## src/rtl/rx_addr_filter_pkg.sv

```systemverilog
package rx_addr_filter_pkg;

  // Decoded per-cycle strobes handed from control to datapath
  typedef struct packed {
    logic cfgLoad;    // reprogram the match field
    logic addrChar;   // valid address command character
    logic dataChar;   // valid data character
    logic opClose;    // data character ending an operation
    logic testClear;  // self-test active
  } filtStrobes_t;

endpackage

```

## src/rtl/rx_addr_filter_ctrl.sv

```systemverilog
module rx_addr_filter_ctrl
  import rx_addr_filter_pkg::*;
(
  input  logic         cfgWrEn,
  input  logic         charValid,
  input  logic         charIsAddr,
  input  logic         charOpEnd,
  input  logic         selfTestEn,
  output filtStrobes_t stb
);

  always_comb begin
    stb.testClear = selfTestEn;
    stb.cfgLoad   = cfgWrEn;
    stb.addrChar  = charValid & charIsAddr;
    stb.dataChar  = charValid & ~charIsAddr;
    stb.opClose   = charValid & ~charIsAddr & charOpEnd;
  end

endmodule

```

## src/rtl/rx_addr_filter_dp.sv

```systemverilog
module rx_addr_filter_dp
  import rx_addr_filter_pkg::*;
#(
  parameter int ADDR_W = 8
) (
  input  logic              clk,
  input  logic              rstN,
  input  filtStrobes_t      stb,
  input  logic [ADDR_W-1:0] cfgMatchField,
  input  logic [ADDR_W-1:0] charAddr,
  output logic              fifoWrEn
);

  localparam logic [ADDR_W-1:0] FIELD_RESET = {ADDR_W{1'b1}};

  logic [ADDR_W-1:0] matchField;
  logic [ADDR_W-1:0] outsideBits;
  logic              matchFlag;
  logic              matchAll;
  logic              addrHit;

  // Per-bit test: an address bit set where the field is clear
  for (genvar i = 0; i < ADDR_W; i++) begin : g_outside
    assign outsideBits[i] = charAddr[i] & ~matchField[i];
  end

  assign matchAll = &matchField;
  assign addrHit  = (|charAddr) & ~(|outsideBits);

  always_ff @(posedge clk) begin
    if (!rstN)            matchField <= FIELD_RESET;
    else if (stb.cfgLoad) matchField <= cfgMatchField;
  end

  // Priority: self-test, reprogram, address command, operation end
  always_ff @(posedge clk) begin
    if (!rstN)                             matchFlag <= 1'b0;
    else if (stb.testClear)                matchFlag <= 1'b0;
    else if (stb.cfgLoad)                  matchFlag <= 1'b0;
    else if (stb.addrChar && !matchAll)    matchFlag <= addrHit;
    else if (stb.opClose)                  matchFlag <= 1'b0;
  end

  always_ff @(posedge clk) begin
    if (!rstN) fifoWrEn <= 1'b0;
    else       fifoWrEn <= stb.dataChar & ~stb.testClear & (matchAll | matchFlag);
  end

  a_r7_selftest_blocks: assert property (@(posedge clk) disable iff (!rstN)
    stb.testClear |=> !fifoWrEn);

  a_r5_addr_not_written: assert property (@(posedge clk) disable iff (!rstN)
    stb.addrChar |=> !fifoWrEn);

  a_r6_selftest_clears: assert property (@(posedge clk) disable iff (!rstN)
    stb.testClear |=> !matchFlag);

  a_r9_cfg_clears: assert property (@(posedge clk) disable iff (!rstN)
    (stb.cfgLoad && !stb.testClear) |=> (!matchFlag && matchField == $past(cfgMatchField)));

  a_r3_all_ones_accepts: assert property (@(posedge clk) disable iff (!rstN)
    (stb.dataChar && !stb.testClear && matchAll) |=> fifoWrEn);

  a_r8_end_closes: assert property (@(posedge clk) disable iff (!rstN)
    (stb.opClose && !stb.testClear && !stb.cfgLoad) |=> !matchFlag);

  a_r2_zero_addr_misses: assert property (@(posedge clk) disable iff (!rstN)
    (stb.addrChar && !matchAll && !stb.testClear && !stb.cfgLoad && charAddr == '0)
      |=> !matchFlag);

  a_r4_write_needs_data: assert property (@(posedge clk) disable iff (!rstN)
    !stb.dataChar |=> !fifoWrEn);

endmodule

```

## src/rtl/rx_addr_filter.sv

```systemverilog
module rx_addr_filter
  import rx_addr_filter_pkg::*;
#(
  parameter int ADDR_W = 8
) (
  input  logic              clk,
  input  logic              rstN,
  input  logic              cfgWrEn,
  input  logic [ADDR_W-1:0] cfgMatchField,
  input  logic              charValid,
  input  logic              charIsAddr,
  input  logic [ADDR_W-1:0] charAddr,
  input  logic              charOpEnd,
  input  logic              selfTestEn,
  output logic              fifoWrEn
);

  filtStrobes_t stb;

  rx_addr_filter_ctrl i_ctrl (
    .cfgWrEn    (cfgWrEn),
    .charValid  (charValid),
    .charIsAddr (charIsAddr),
    .charOpEnd  (charOpEnd),
    .selfTestEn (selfTestEn),
    .stb        (stb)
  );

  rx_addr_filter_dp #(.ADDR_W(ADDR_W)) i_dp (
    .clk           (clk),
    .rstN          (rstN),
    .stb           (stb),
    .cfgMatchField (cfgMatchField),
    .charAddr      (charAddr),
    .fifoWrEn      (fifoWrEn)
  );

endmodule

```

## config.mk

```make
export PLATFORM = sky130hd
export DESIGN_NAME = rx_addr_filter
export DESIGN_NICKNAME = d
export VERILOG_FILES = /design/src/rtl/rx_addr_filter_pkg.sv /design/src/rtl/rx_addr_filter_ctrl.sv /design/src/rtl/rx_addr_filter_dp.sv /design/src/rtl/rx_addr_filter.sv
export SDC_FILE = /design/constraint.sdc
export NUM_CORES = 1
export LEC_CHECK = 0
export ABC_CLOCK_PERIOD_IN_PS = 3000
export CAP_MARGIN = 10
export CORE_AREA = 4 4 41 43
export DETAILED_ROUTE_END_ITERATION = 10
export DIE_AREA = 0 0 45 47
export GPL_ROUTABILITY_DRIVEN = 0
export GPL_TIMING_DRIVEN = 0
export PLACE_DENSITY = 0.76
export SYNTH_ARGS = -nofsm -noshare
export SYNTH_HDL_FRONTEND = slang
export SYNTH_SLANG_ARGS = --single-unit
```

## constraint.sdc

```tcl
create_clock -name clk -period 3 [get_ports clk]
set_clock_uncertainty 0.1 [all_clocks]
set_input_delay 0.6 -clock clk [delete_from_list [all_inputs] [get_ports clk]]
set_output_delay 0.6 -clock clk [all_outputs]
set_load 0.01 [all_outputs]
```

==> metrics.txt, run 1 <==
# hold bufs at CTS 0; CTS buffer count 3; vias 473; largest net degree at the start of global routing 11; die height 47 microns; critical path's top delay family buffers and inverters; Starting Density 39.2%; initial antenna violation count 0; GR met2 Demand/Resource 24.6%; synthesized flop and latch total 10; Worst Path Class, Setup reg2out; Worst Tran Pin Value 262 ps; status finished, final reports clean; Worst Hold Class reg2reg; post-synthesis sequential area ratio 39.2%; grt met1 use 13.8%; Port Buffers 22; drt first pass iters 5; multi-input logic area 293 sq um; Setup TNS 0 ps; GRT Max-Usage Layer met2; CP bufs+invs 1; routing usage on met3 6.51%; CP cell instances clkdlybuf4s50_1; Max-slew headroom 82.4%; Netlist Area Pre-Place 510 sq um; setup bufs post-CTS 0; Root Buffer Master clkbuf_4; fillers 128; 1st-iter DRT viols 6; # rows 13; Warnings, synthesis 0; Net count, final 102; final setup fails 0; Residual DRC 0; chip width 45 microns; Via density 5.14; worst vdd ir 204 uV; slowest cell on the critical path clkdlybuf4s50_1; CP peak stage delay 520 ps; Required @ worst endpoint 2300 ps; CTS tree yes; Die ar. 2120 sq um; CTS resizes 0; Fmax 0.558 GHz; layout cells sized above 1 10.4%; vias in the first global route 470; grt ovf 0; Worst EP arrival 1090 ps; CTS HTree Levels 1; total track usage 13.3%; Clock Tree Buf Depth 2; antenna-violating nets left 0; Final period util 59.7%; Final Hold Vio Count 0; Final Max Slew Viols 0; I/O pins 24; worst skew pair latency 260 ps; drt wl/cell 13.3 microns; final core occ 59.3%; max cap viols 0; FF+latch area 200 sq um; pwr dens 391 nW/um^2; RSZ-0062 raised after global routing no; Placeable Area 1300 sq um; Mapped Nets 75; CP Launch Type flop; fin crit period 1790 ps; final wirelength 1.23 mm; P&R area growth vs syn 51.2%; maximum fanout along the worst path 1; first-pass GRT wire length 1.99 mm; Avg Cell Area, Syn 9.82 sq um; leakage power total 0.302 nW; # diodes 0; Unique masters post-synth 16; clk sinks 10; Tot Pwr 0.302 mW; kind of end point of the critical path output pin; synthesized instance count 52; Reg clk slew, reported paths 60 ps
## worst paths after layout
kind,from,endpoint,slack (ps),depth (start not counted)
min,i_dp.matchFlag,i_dp.matchFlag,380,2
max reg2reg,i_dp.matchField[1],i_dp.matchFlag,1790,4
min reg2reg,i_dp.matchFlag,i_dp.matchFlag,380,2
max,i_dp.fifoWrEn,fifoWrEn,1210,1
## layout make-up
type                            instances  area share (%)
Timing Repair Buffer                   22            28.5
Inverter                                2           0.972
Multi-Input combinational cell         38            37.9
Tap cell                               15            2.43
Clock buffer                            3            2.92
Buffer                                  2            1.30
Sequential cell                        10            25.9
## placed cells by master, fill, tap and decap left out, drive strengths merged
cell type      instances
a2111oi                2
buf                    2
clkbuf                 3
clkdlybuf4s50         22
dfxtp                 10
inv                    2
mux2i                  6
nand2                  9
nand3b                 1
nand4                  4
nor2                   1
nor2b                  6
nor3b                  1
nor4                   2
nor4bb                 1
o211ai                 3
o21a                   1
o21ai                  1
## where the power goes
part / internal, mW / switching, mW / total, mW
Clock: 0.0463 / 0.0441 / 0.0904
Combinational: 0.0426 / 0.0241 / 0.0667
Sequential: 0.140 / 0.00472 / 0.145
Total: 0.229 / 0.0729 / 0.302
## registers in the layout, indices dropped and copies added, names as in the netlist
signal,count
i_dp.matchField,8
i_dp.matchFlag,1
i_dp.fifoWrEn,1
## synth_stat cells, drive strengths merged
| cell | n | area share [%] |
|---|---|---|
| a2111oi | 2 | 11 |
| buf | 2 | 2.0 |
| dfxtp | 10 | 39 |
| inv | 2 | 1.5 |
| mux2i | 6 | 12 |
| nand2 | 9 | 6.6 |
| nand3b | 1 | 1.5 |
| nand4 | 4 | 4.9 |
| nor2 | 1 | 0.73 |
| nor2b | 6 | 7.4 |
| nor3b | 1 | 2.5 |
| nor4 | 2 | 2.5 |
| nor4bb | 1 | 2.0 |
| o211ai | 3 | 4.4 |
| o21a | 1 | 1.5 |
| o21ai | 1 | 0.98 |
## per-stage QoR
step                      std cells  area, sq um  hold WS [ps]  setup slack, ps
after detailed placement         89          749           372             1030
after global routing             92          772           407             1180
after floorplan                  52          510           340             1580
after global placement           89          749           354             1090
after CTS                        92          772           388             1200
final                            92          772           383             1210
## kinds of logic (layout without fill, tap and decap cells)
group           count (synthesis)  count (layout)  share of synthesized area [%]
compound gates                  7               7                           17.6
buf+inv                         4              29                           3.43
flops                          10              10                           39.2
mux                             6               6                           11.8
simple gates                   25              25                           27.9
## routing by layer
layer	up-vias	routed length, microns
met5	-	0
met4	0	0
met3	0	123
met2	18	639
met1	214	465
li1	241	-
No activity file was read; power rests on OpenSTA's default activity.
==> inputs of run 2 (changes only) <==
ABC_CLOCK_PERIOD_IN_PS = 1650   (was 3000)
CORE_AREA = default   (was 4 4 41 43)
CORE_MARGIN = 4   (was default)
CORE_UTILIZATION = 38   (was default)
DIE_AREA = default   (was 0 0 45 47)
PLACE_DENSITY = 0.75   (was 0.76)
clock period = 1.65 ns   (was 3 ns; I/O delays follow)
==> run 2 against run 1 <==
Compared with the run above: clock power grew 140%; sequential share of layout area shrank 0.41 points; first-iteration DRC count grew 67%; register-to-register slack lost 1300 ps; critical path depth is the same; sequential power grew 81%; cell count is the same; via count shrank 1.1%; critical endpoint unchanged.
==> metrics.txt, run 2 (synthesized netlist as in run 1, its figures left out) <==
worst vdd ir 483 uV (+140%); r2r worst-path depth 4 (unchanged); # rows 12 (-1); Reg clk slew, reported paths 70 ps (about the same); Max-slew headroom 81.6% (-0.78 points); grt ovf 0 (unchanged); 1st-iter DRT viols 10 (+4); Clock Tree Buf Depth 2 (unchanged); first-pass GRT wire length 1.81 mm (-9.1%); Placeable Area 1190 sq um (-8.8%); Hold Path Depth 2 (unchanged); reg-to-reg startpoint i_dp.matchField[1]; Root Buffer Master clkbuf_4; Starting Density 43.0% (+3.8 points); Sw Pwr 0.138 mW (+90%); I/O pins 24 (unchanged); Worst Path Class, Setup reg2out; fin crit period 1520 ps; reg2reg end i_dp.matchFlag; slowest cell on the critical path clkdlybuf4s50_1; most common cell after layout, fill and taps aside clkdlybuf4s50_1; kind of end point of the critical path output pin; routing usage on met3 2.44% (-4.1 points); total track usage 12.4% (-0.86 points); biggest registers after layout i_dp.matchField x8, i_dp.fifoWrEn x1, i_dp.matchFlag x1; Net count, final 102 (unchanged); CP cell instances clkdlybuf4s50_1; final setup fails 0 (unchanged); # diodes 0 (unchanged); Final Max Slew Viols 0 (unchanged); Required @ worst endpoint 1220 ps (-1080 ps); Setup TNS 0 ps (unchanged); Worst Tran Pin Value 273 ps (+11.6 ps); die height 44.7 microns (-5.0%); CP bufs+invs 1 (unchanged); min-delay src rstN; CP Launch Type flop; max cap viols 0 (unchanged); layout cells sized above 1 11.5% (+1.1 points); pre-CTS WS 1.59 ps (-1030 ps); Largest register FFs 8 (unchanged); drt first pass iters 4 (-1); worst skew pair latency 260 ps (about the same); largest net degree at the start of global routing 11 (unchanged); # hold bufs at CTS 0 (unchanged); pwr dens 770 nW/um^2 (+97%); RSZ-0062 raised after global routing no; CTS HTree Levels 1 (unchanged); chip width 44.7 microns (-0.78%); GR met2 Demand/Resource 20.9% (-3.7 points); setup bufs post-CTS 0 (unchanged); reg2reg setup slack 480 ps (-1310 ps); WHS Endpoint i_dp.matchField[0]; Residual DRC 0 (unchanged); maximum fanout along the worst path 1 (unchanged); drt wl/cell 12.6 microns (-5.5%); Internal 0.465 mW (+100%); Final Hold Vio Count 0 (unchanged); vias in the first global route 453 (-3.6%); Biggest register i_dp.matchField; initial antenna violation count 0 (unchanged); critical path's top delay family buffers and inverters; grt met1 use 15.0% (+1.2 points); Final period util 92.2%; Port Buffers 22 (unchanged); leakage power total 0.310 nW (+2.4%); combinational fraction of design power 20.0% (-2.1 points); Die ar. 1990 sq um (-5.7%); P&R area growth vs syn 53.7%; HPWL after DPL 951 microns; CTS resizes 0 (unchanged); GRT Max-Usage Layer met2; switch share 22.9% (-1.2 points); final wirelength 1.16 mm (-5.5%); setup ws final 129 ps (-1080 ps); vias 468 (-1.1%); CP peak stage delay 520 ps (about the same); Min Hold Slack 225 ps (-158 ps); Seq pwr share 43.5% (-4.4 points); CTS tree yes; Via density 5.09 (-1.1%); antenna-violating nets left 0 (unchanged); Worst EP arrival 1090 ps (about the same); CTS buffer count 3 (unchanged); Worst Hold Class in2reg; status finished, final reports clean; clk sinks 10 (unchanged); clock share of power 36.5% (+6.6 points); most frequent cells in the layout 22 x clkdlybuf4s50_1, 10 x dfxtp_1, 9 x nand2_1; Fmax 0.657 GHz
## run 2: layer usage
layer	wire length, microns	vias up	share of wire, %
met1	499	204	43
met2	549	18	47
met5	0	-	0
met4	8	0	0.69
li1	-	244	-
met3	102	2	8.8
## run 2: how the worst max path moves through the flow
stage | from | end | slack (ps) | depth (start not counted)
after global routing | i_dp.fifoWrEn | fifoWrEn | 90 | 1
after global placement | charAddr[1] | i_dp.matchFlag | 7 | 5
after CTS | i_dp.fifoWrEn | fifoWrEn | 120 | 1
final | i_dp.fifoWrEn | fifoWrEn | 130 | 1
after detailed placement | charAddr[1] | i_dp.matchFlag | 2 | 5
after floorplan | charAddr[1] | i_dp.matchFlag | 500 | 4
## run 2: metrics by stage
stage,power (mW),cell area (sq um),utilization (%),instances
after floorplan,0.323,510,-,52
after global placement,0.388,748,63.1,88
after detailed placement,0.389,748,63.1,88
after CTS,0.611,785,66.1,92
after global routing,0.634,785,66.1,92
final,0.604,785,66.1,92
## run 2: cell type report
cell class / count / area, sq um
plain buffers: 2 / 10.0
clock buffers: 4 / 36.3
fillers: 96 / 402
inverters: 2 / 7.51
multi-input cells: 38 / 293
flip-flops and latches: 10 / 200
well taps: 14 / 17.5
repair buffers: 22 / 220
## run 2: power by group through the flow
stage | logic (mW) | clock network (mW) | registers [mW]
6_report | 0.121 | 0.220 | 0.263
5_1_grt | 0.131 | 0.238 | 0.265
4_1_cts | 0.121 | 0.227 | 0.263
3_5_place_dp | 0.120 | 0 | 0.269
3_3_place_gp | 0.119 | 0 | 0.268
2_1_floorplan | 0.0569 | 0 | 0.266
==> inputs of run 3 (changes only) <==
SKIP_LAST_GASP = 1   (was default)
==> results of run 3 <==
No change in the layout: final DEF, timing and power equal those of run 2.
